`config.mk`:
```
export PLATFORM = sky130hd
export DESIGN_NAME = ipi_move_seq
export DESIGN_NICKNAME = d
export VERILOG_FILES = /design/src/rtl/ipi_pkg.sv /design/src/rtl/ipi_op_decode.sv /design/src/rtl/ipi_seq_timer.sv /design/src/rtl/ipi_move_seq.sv
export SDC_FILE = /design/constraint.sdc
export NUM_CORES = 1
export LEC_CHECK = 0
export BUFFER_PORTS_ARGS = -buffer_cell sky130_fd_sc_hd__buf_2
export CELL_PAD_IN_SITES_DETAIL_PLACEMENT = 0
export CELL_PAD_IN_SITES_GLOBAL_PLACEMENT = 1
export CORE_UTILIZATION = 42
export DETAILED_ROUTE_END_ITERATION = 16
export PLACE_DENSITY = 0.87
export SETUP_SLACK_MARGIN = 0.05
export SYNTH_ARGS = -nofsm -noshare
export SYNTH_HDL_FRONTEND = slang
export SYNTH_SLANG_ARGS = --single-unit
```
`constraint.sdc`:
```
create_clock -name clk -period 4.1 [get_ports clk]
set_input_delay 0.82 -clock clk [delete_from_list [all_inputs] [get_ports clk]]
set_output_delay 0.82 -clock clk [all_outputs]
set_load 0.01 [all_outputs]
```
`src/rtl/ipi_pkg.sv`:
```
package ipi_pkg;
  typedef enum logic [1:0] {
    FORM_NONE  = 2'd0,
    FORM_LOAD  = 2'd1,
    FORM_STORE = 2'd2
  } form_e;

  // Counter value at which each step happens, counted from the start edge.
  localparam int PH_PTR  = 2;  // pointer byte arrives, issue data access
  localparam int PH_DATA = 4;  // load data arrives, issue write-back
endpackage

```
`src/rtl/ipi_op_decode.sv`:
```
module ipi_op_decode
  import ipi_pkg::*;
#(
  parameter int              OP_W     = 8,
  parameter logic [OP_W-1:0] OP_LOAD  = 8'h3E,
  parameter logic [OP_W-1:0] OP_STORE = 8'h3F
) (
  input  logic [OP_W-1:0] opcode_i,
  output form_e           form_o
);
  always_comb begin
    if (opcode_i == OP_LOAD)       form_o = FORM_LOAD;
    else if (opcode_i == OP_STORE) form_o = FORM_STORE;
    else                           form_o = FORM_NONE;
  end
endmodule

```
`src/rtl/ipi_seq_timer.sv`:
```
module ipi_seq_timer
  import ipi_pkg::*;
#(
  parameter int TOTAL_CYCLES = 10,
  localparam int CW = $clog2(TOTAL_CYCLES + 1)
) (
  input  logic clk,
  input  logic rst,
  input  logic go_i,
  output logic busy_o,
  output logic ph_ptr_o,
  output logic ph_data_o,
  output logic ph_last_o
);
  localparam logic [CW-1:0] LAST   = CW'(TOTAL_CYCLES);
  localparam logic [CW-1:0] C_PTR  = CW'(PH_PTR);
  localparam logic [CW-1:0] C_DATA = CW'(PH_DATA);

  logic [CW-1:0] cnt;

  always_ff @(posedge clk) begin
    if (rst)                cnt <= '0;
    else if (go_i)          cnt <= CW'(1);
    else if (cnt == LAST)   cnt <= '0;
    else if (cnt != '0)     cnt <= cnt + CW'(1);
  end

  assign busy_o    = (cnt != '0);
  assign ph_ptr_o  = (cnt == C_PTR);
  assign ph_data_o = (cnt == C_DATA);
  assign ph_last_o = (cnt == LAST);
endmodule

```
`src/rtl/ipi_move_seq.sv`:
```
module ipi_move_seq
  import ipi_pkg::*;
#(
  parameter int                WORD_W       = 8,
  parameter int                TOTAL_CYCLES = 10,
  parameter logic [WORD_W-1:0] OP_LOAD      = 8'h3E,
  parameter logic [WORD_W-1:0] OP_STORE     = 8'h3F
) (
  input  logic              clk,
  input  logic              rst,
  input  logic              start_i,
  input  logic [WORD_W-1:0] opcode_i,
  input  logic [WORD_W-1:0] operand_i,
  input  logic [WORD_W-1:0] acc_i,
  output logic [WORD_W-1:0] mem_addr_o,
  output logic              mem_we_o,
  output logic [WORD_W-1:0] mem_wdata_o,
  input  logic [WORD_W-1:0] mem_rdata_i,
  output logic [WORD_W-1:0] acc_o,
  output logic              acc_we_o,
  output logic              done_o,
  output logic              busy_o
);
  form_e             form;
  logic              go, ph_ptr, ph_data, ph_last;
  logic              is_store;
  logic [WORD_W-1:0] ptr_q, opnd_q, acc_q;

  ipi_op_decode #(.OP_W(WORD_W), .OP_LOAD(OP_LOAD), .OP_STORE(OP_STORE)) u_dec (
    .opcode_i (opcode_i),
    .form_o   (form)
  );

  assign go = start_i && !busy_o && (form != FORM_NONE);

  ipi_seq_timer #(.TOTAL_CYCLES(TOTAL_CYCLES)) u_tmr (
    .clk       (clk),
    .rst       (rst),
    .go_i      (go),
    .busy_o    (busy_o),
    .ph_ptr_o  (ph_ptr),
    .ph_data_o (ph_data),
    .ph_last_o (ph_last)
  );

  always_ff @(posedge clk) begin
    if (rst) begin
      mem_addr_o  <= '0;
      mem_we_o    <= 1'b0;
      mem_wdata_o <= '0;
      acc_o       <= '0;
      acc_we_o    <= 1'b0;
      done_o      <= 1'b0;
      ptr_q       <= '0;
      opnd_q      <= '0;
      acc_q       <= '0;
      is_store    <= 1'b0;
    end else begin
      mem_we_o <= 1'b0;
      acc_we_o <= 1'b0;
      done_o   <= ph_last;
      if (go) begin
        opnd_q     <= operand_i;
        acc_q      <= acc_i;
        is_store   <= (form == FORM_STORE);
        mem_addr_o <= operand_i;          // fetch the pointer byte
      end
      if (ph_ptr) begin
        ptr_q      <= mem_rdata_i;
        mem_addr_o <= mem_rdata_i;        // data access at the pointer
        if (is_store) begin
          mem_we_o    <= 1'b1;
          mem_wdata_o <= acc_q;
        end
      end
      if (ph_data) begin
        if (!is_store) begin
          acc_o    <= mem_rdata_i;
          acc_we_o <= 1'b1;
        end
        mem_addr_o  <= opnd_q;            // write the pointer back last
        mem_we_o    <= 1'b1;
        mem_wdata_o <= ptr_q + WORD_W'(1);
      end
    end
  end
endmodule

```
; Yosys cells after proc, flatten, opt, wreduce, memory -nomap -nowiden
; Cells that the tools add are included.
[word_totals]
regBits = 56
in_bits = 35
output_inout_bits = 28
word_cells = 50
[op_classes]
addsub = 2
n_eq_ne = 6
muxes = 15
n_bitwise = 2
n_reduce_logical = 13
[op_table]
columns = cell, n
row1 = 8-bit two-way mux, 6
row2 = "8-bit by 6-bit equality test with 1-bit output, second input constant", 2
row3 = "8-bit by 1-bit adder with 8-bit output, second input constant", 1
row4 = 1-bit two-way mux, 7
row5 = 2-bit nonzero test, 3
row6 = 3-bit nonzero test, 2
row7 = "4-bit by 1-bit adder with 4-bit output, second input constant", 1
row8 = "4-bit by 2-bit equality test with 1-bit output, second input constant", 1
row9 = "4-bit by 3-bit equality test with 1-bit output, second input constant", 1
row10 = "4-bit equality test, second input constant", 1
row11 = 2-bit two-way mux, 2
row12 = 2-bit AND reduction, 2
row13 = 4-bit nonzero test, 1
row14 = 3-bit OR reduction, 1
row15 = "2-bit equality test, second input constant", 1
row16 = 1-bit logical AND, 2
row17 = 1-bit NOT, 2
row18 = 2-bit OR reduction, 1
row19 = 1-bit logical NOT, 1

; Logic depth before layout (Yosys ltp)
[logic_depth]
ltp_word = 8
mapped_depth = 9
depth_no_buf = 7

; By module
; Synthesis repeated with hierarchy kept, for this count alone.
[hier_totals]
hier_cells = 305
hier_area_um2 = 2598.7
[by_module_without_submodules]
columns = mod, instances, cells_each, area_per_inst_um2, seq_area_each_um2
row1 = ipi_move_seq, 1, 269, 2283.4, 1041.0
row2 = ipi_seq_timer, 1, 31, 276.5, 80.1
row3 = ipi_op_decode, 1, 5, 38.8, 0.0

; Worst setup path before layout
; OpenSTA, ideal clock, no wires.
[synth_path]
path_type = input-to-reg
startpoint = input port opcode_i[7]
endpoint = register mem_addr_o[0]
setup_ns = 0.072
arrival_ns = 1.997
t_required_ns = 4.028
setup_slack_ns = 2.031
cell_stages = 4
n_path_buf = 0
path_cell_list = or2_1 -> or3_1 -> a21oi_4 -> mux2i_1
[synth_between]
elab_chain_cells = 6
word_cells_on_any_way = 7
cone_classes = eq/ne (2) / mux (2) / reduce/logical (3)
[synth_rtl]
columns = element, line
row1 = start: declaration, ipi_move_seq.sv:12  ; input logic [WORD_W-1:0] opcode_i,
row2 = 8-bit by 6-bit equality test with 1-bit output, ipi_op_decode.sv:13  ; else if (opcode_i == OP_STORE) form_o = FORM_STORE;
row3 = 2-bit two-way mux, ipi_op_decode.sv:13
row4 = 2-bit two-way mux *, ipi_op_decode.sv:12  ; if (opcode_i == OP_LOAD) form_o = FORM_LOAD;
row5 = 2-bit nonzero test *, ipi_move_seq.sv:34  ; assign go = start_i && !busy_o && (form != FORM_NONE);
row6 = 1-bit logical AND *, ipi_move_seq.sv:34
row7 = 3-bit nonzero test (no line) *, n/a
row8 = end signal: assignment, ipi_move_seq.sv:66  ; mem_addr_o <= operand_i;
row9 = end signal: assignment, ipi_move_seq.sv:70  ; mem_addr_o <= mem_rdata_i;
row10 = end signal: assignment, ipi_move_seq.sv:81  ; mem_addr_o <= opnd_q;
row11 = end: declaration, ipi_move_seq.sv:15  ; output logic [WORD_W-1:0] mem_addr_o,
; Mark *: on every way between the ends. The rest lies on a longest branch, timed or not.
; A chain may end at the register's enable or synchronous reset.

; Worst setup path in the final report
[layout_path]
startpoint = register u_tmr.cnt[0]
endpoint = register opnd_q[3]
[layout_between]
elab_chain_cells = 4
[layout_rtl]
columns = element, line
row1 = start: declaration, ipi_seq_timer.sv:19  ; logic [CW-1:0] cnt;
row2 = start signal: assignment, ipi_seq_timer.sv:25  ; else if (cnt != '0) cnt <= cnt + CW'(1);
row3 = 4-bit nonzero test, ipi_seq_timer.sv:28  ; assign busy_o = (cnt != '0);
row4 = 1-bit logical NOT, ipi_move_seq.sv:34
row5 = 1-bit logical AND (2 in a row), ipi_move_seq.sv:34
row6 = end signal: assignment, ipi_move_seq.sv:63  ; opnd_q <= operand_i;
row7 = end: declaration, ipi_move_seq.sv:27  ; logic [WORD_W-1:0] ptr_q, opnd_q, acc_q;
; No other way between the ends.

==> impl_results.md <==
- Crit share post-route: 64.2%
- Ordered cell list for the critical path: inv_1 -> ha_1 -> nor3b_4 -> inv_2 -> nor4_4 -> buf_4 -> mux2i_1 -> nor2_1
- VDD IR max: 0.227 mV
- Max FO, Critical Path: 10
- Post_cts resized: 0
- IO buf count: 62
- Synth area leader: dfxtp_1
- Antenna Cells: 0
- Final slew viol count: 0
- Layout cells sized above 1: 23.4%
- Finished layout cell area: 2930 um2
- RSZ-0062 raised after global routing: false
- Max cap viols: 0
- Worst path top cell family by delay: simple AND/OR/NAND/NOR gates
- CP max stage delay: 800 ps
- Nets: 367
- Antenna Violating Nets Remaining: 0
- Tmin final: 2630 ps
- WL/cell: 13.2 um
- CTS root buffer: clkbuf_8
- Leak: 1.16 nW
- First-pass GRT wire length: 8770 um
- Setup CP Type: reg2reg
- Die width: 79.4 um
- Initial core utilization: 44.6%
- EDFF count, synth: 0
- Gr usage total: 17.9%
- Crit-path slowest cell: nor4_4
- Dpl hpwl: 3770 um
- #FFs+latches synth: 56
- Area Growth Syn to Fin: 16.6%
- Post-synth top cells: dfxtp_1 (56), mux2i_1 (35), nor2_1 (33)
- F_max: 380 MHz
- Top-count cell post-synth: dfxtp_1
- Worst skew pair latency: 300 ps
- Fillers: 547
- DRT Pass-1 Iters: 4
- CTS sink cnt: 56
- Worst hold margin: 455 ps
- Slew HR: 28.5%
- Mean Syn Cell Area: 9.25 um2
- Crit path buffers/inverters: 3
- Synthesized area: 2520 um2
- Vias in the first global route: 1909
- Final Hold Vio Count: 0
- Clock tree from TritonCTS: built
- Clock Pin Slew Worst Setup and Hold Paths: 90 ps
- Post-Syn Instances: 272
- Num ports: 63
- GP Congestion: 0.756
- Postcts setup bufs: 0
- Status: completed
- Actual slew at the worst max-slew pin: 1070 ps
- 1st-iter DRT viols: 99
- Cells taking the most area after synthesis: dfxtp_1 (45%), mux2i_1 (14%), nor2_1 (4.9%)
- Hold Path Class: reg2reg
- Clock tree buffer depth: 2
- Setup TNS: 0 ps
- Final wirelength: 5290 um
- DIE AREA: 6300 um2
- Synth Warn #: 0
- Fraction of registers with async set/reset: 0%
- Net Count, Synth: 311
- DRC Markers: 0
- TritonCTS Buffers: 5
- Initial antenna violation count: 0
- CTS HTree Levels: 2
- Startpoint Class: register
- Top FF cell, synth: dfxtp_1
- Routed via count: 2078
- Via-to-Cell Ratio: 5.18
- FP Rows: 27
- CP Capture Type: register
- Final setup viols: 0
- Die height: 79.4 um
- Yosys top cell area share: 44.6%
- Worst Path Required: 4250 ps
- Synth unique cells: 42
- Post-placement cell area: 2840 um2
- Total grt overflow: 0
- Design Power: 0.946 mW
- Sequential fraction of the synthesis area: 44.6%
- Largest net degree at the start of global routing: 67
- Worst path arrival time: 2780 ps
- # hold bufs at CTS: 0
- Core Area: 5640 um2
- Setup Skew: 3.72 ps
- Power Dens Cells: 322 nW/um2
[final timing paths]
path	startpoint	to	slack, ps	cells after the start
worst max-delay path	u_tmr.cnt[0]$_SDFFE_PP0P_	opnd_q[3]$_SDFFE_PP0P_	1470	8
worst min-delay path	mem_wdata_o[0]$_SDFFE_PP0P_	mem_wdata_o[0]$_SDFFE_PP0P_	450	2
worst max register to register	u_tmr.cnt[0]$_SDFFE_PP0P_	opnd_q[3]$_SDFFE_PP0P_	1470	8
worst min register to register	mem_wdata_o[0]$_SDFFE_PP0P_	mem_wdata_o[0]$_SDFFE_PP0P_	450	2
[power by group]
part           switching (mW)  internal (mW)
clock                   0.172          0.138
sequential            0.00475          0.549
combinational          0.0448         0.0366
[tightest hold or removal path, stage by stage, from the launching register on]
cell and delay [ps]:
dfxtp_1 320, nand2_1 50, a21oi_1 50
[metrics by stage]
stage	util [%]	std cells	worst slack (ps)
floorplan	-	272	2030
global placement	50.3	393	1420
detailed placement	50.3	393	1370
CTS	52.0	401	1470
global route	52.0	401	1290
finish	52.0	401	1470
[cell families (layout without fill, tap and decap cells)]
kind of cell               after synthesis  in the layout  synth area share [%]
muxes                                   35             35                  13.9
buffers and inverters                   27             84                  5.42
adders and majority gates                4              4                  1.99
DFF                                     56             56                  44.6
xor gates and xnor gates                 7              7                  2.44
and+or+nand+nor                         99             99                  19.7
AOI/OAI and AO/OA                       44             44                  12.0
[layout by cell type, fill, tap and decap left out, drive strengths merged, types with 3 or more instances in the layout]
| cell | instances |
|---|---|
| nor3 | 3 |
| a31oi | 3 |
| nand3 | 7 |
| a21oi | 20 |
| ha | 4 |
| buf | 64 |
| nand3b | 4 |
| nand2b | 10 |
| o221ai | 8 |
| clkbuf | 7 |
| nor2 | 33 |
| dfxtp | 56 |
| nand2 | 30 |
| mux2i | 35 |
| inv | 12 |
| xnor2 | 7 |
[per-layer routing]
layer | vias up | GRT usage, % | routed length, um
met5 | - | 0 | 0
met4 | 0 | 4.91 | 36
met1 | 967 | 23.4 | 2540
met2 | 52 | 29.7 | 2480
li1 | 1055 | - | -
met3 | 4 | 4.00 | 235
[area by class of cell]
type	instances	area, um2	share of cell area, %
Multi-Input combinational cell	189	1260	42.9
Sequential cell	56	1120	38.2
Timing Repair Buffer	64	325	11.1
Tap cell	72	90.1	3.07
Clock buffer	7	86.3	2.94
Inverter	12	45.0	1.54
Clock inverter	1	7.51	0.256
[registers in the layout, summed over array words and instances (netlist names)]
name	flops
mem_addr_o	8
done_o	1
opnd_q	8
acc_q	8
acc_o	8
is_store	1
acc_we_o	1
ptr_q	8
mem_wdata_o	8
mem_we_o	1
u_tmr.cnt	4
Power figures use the tool's default switching activity.
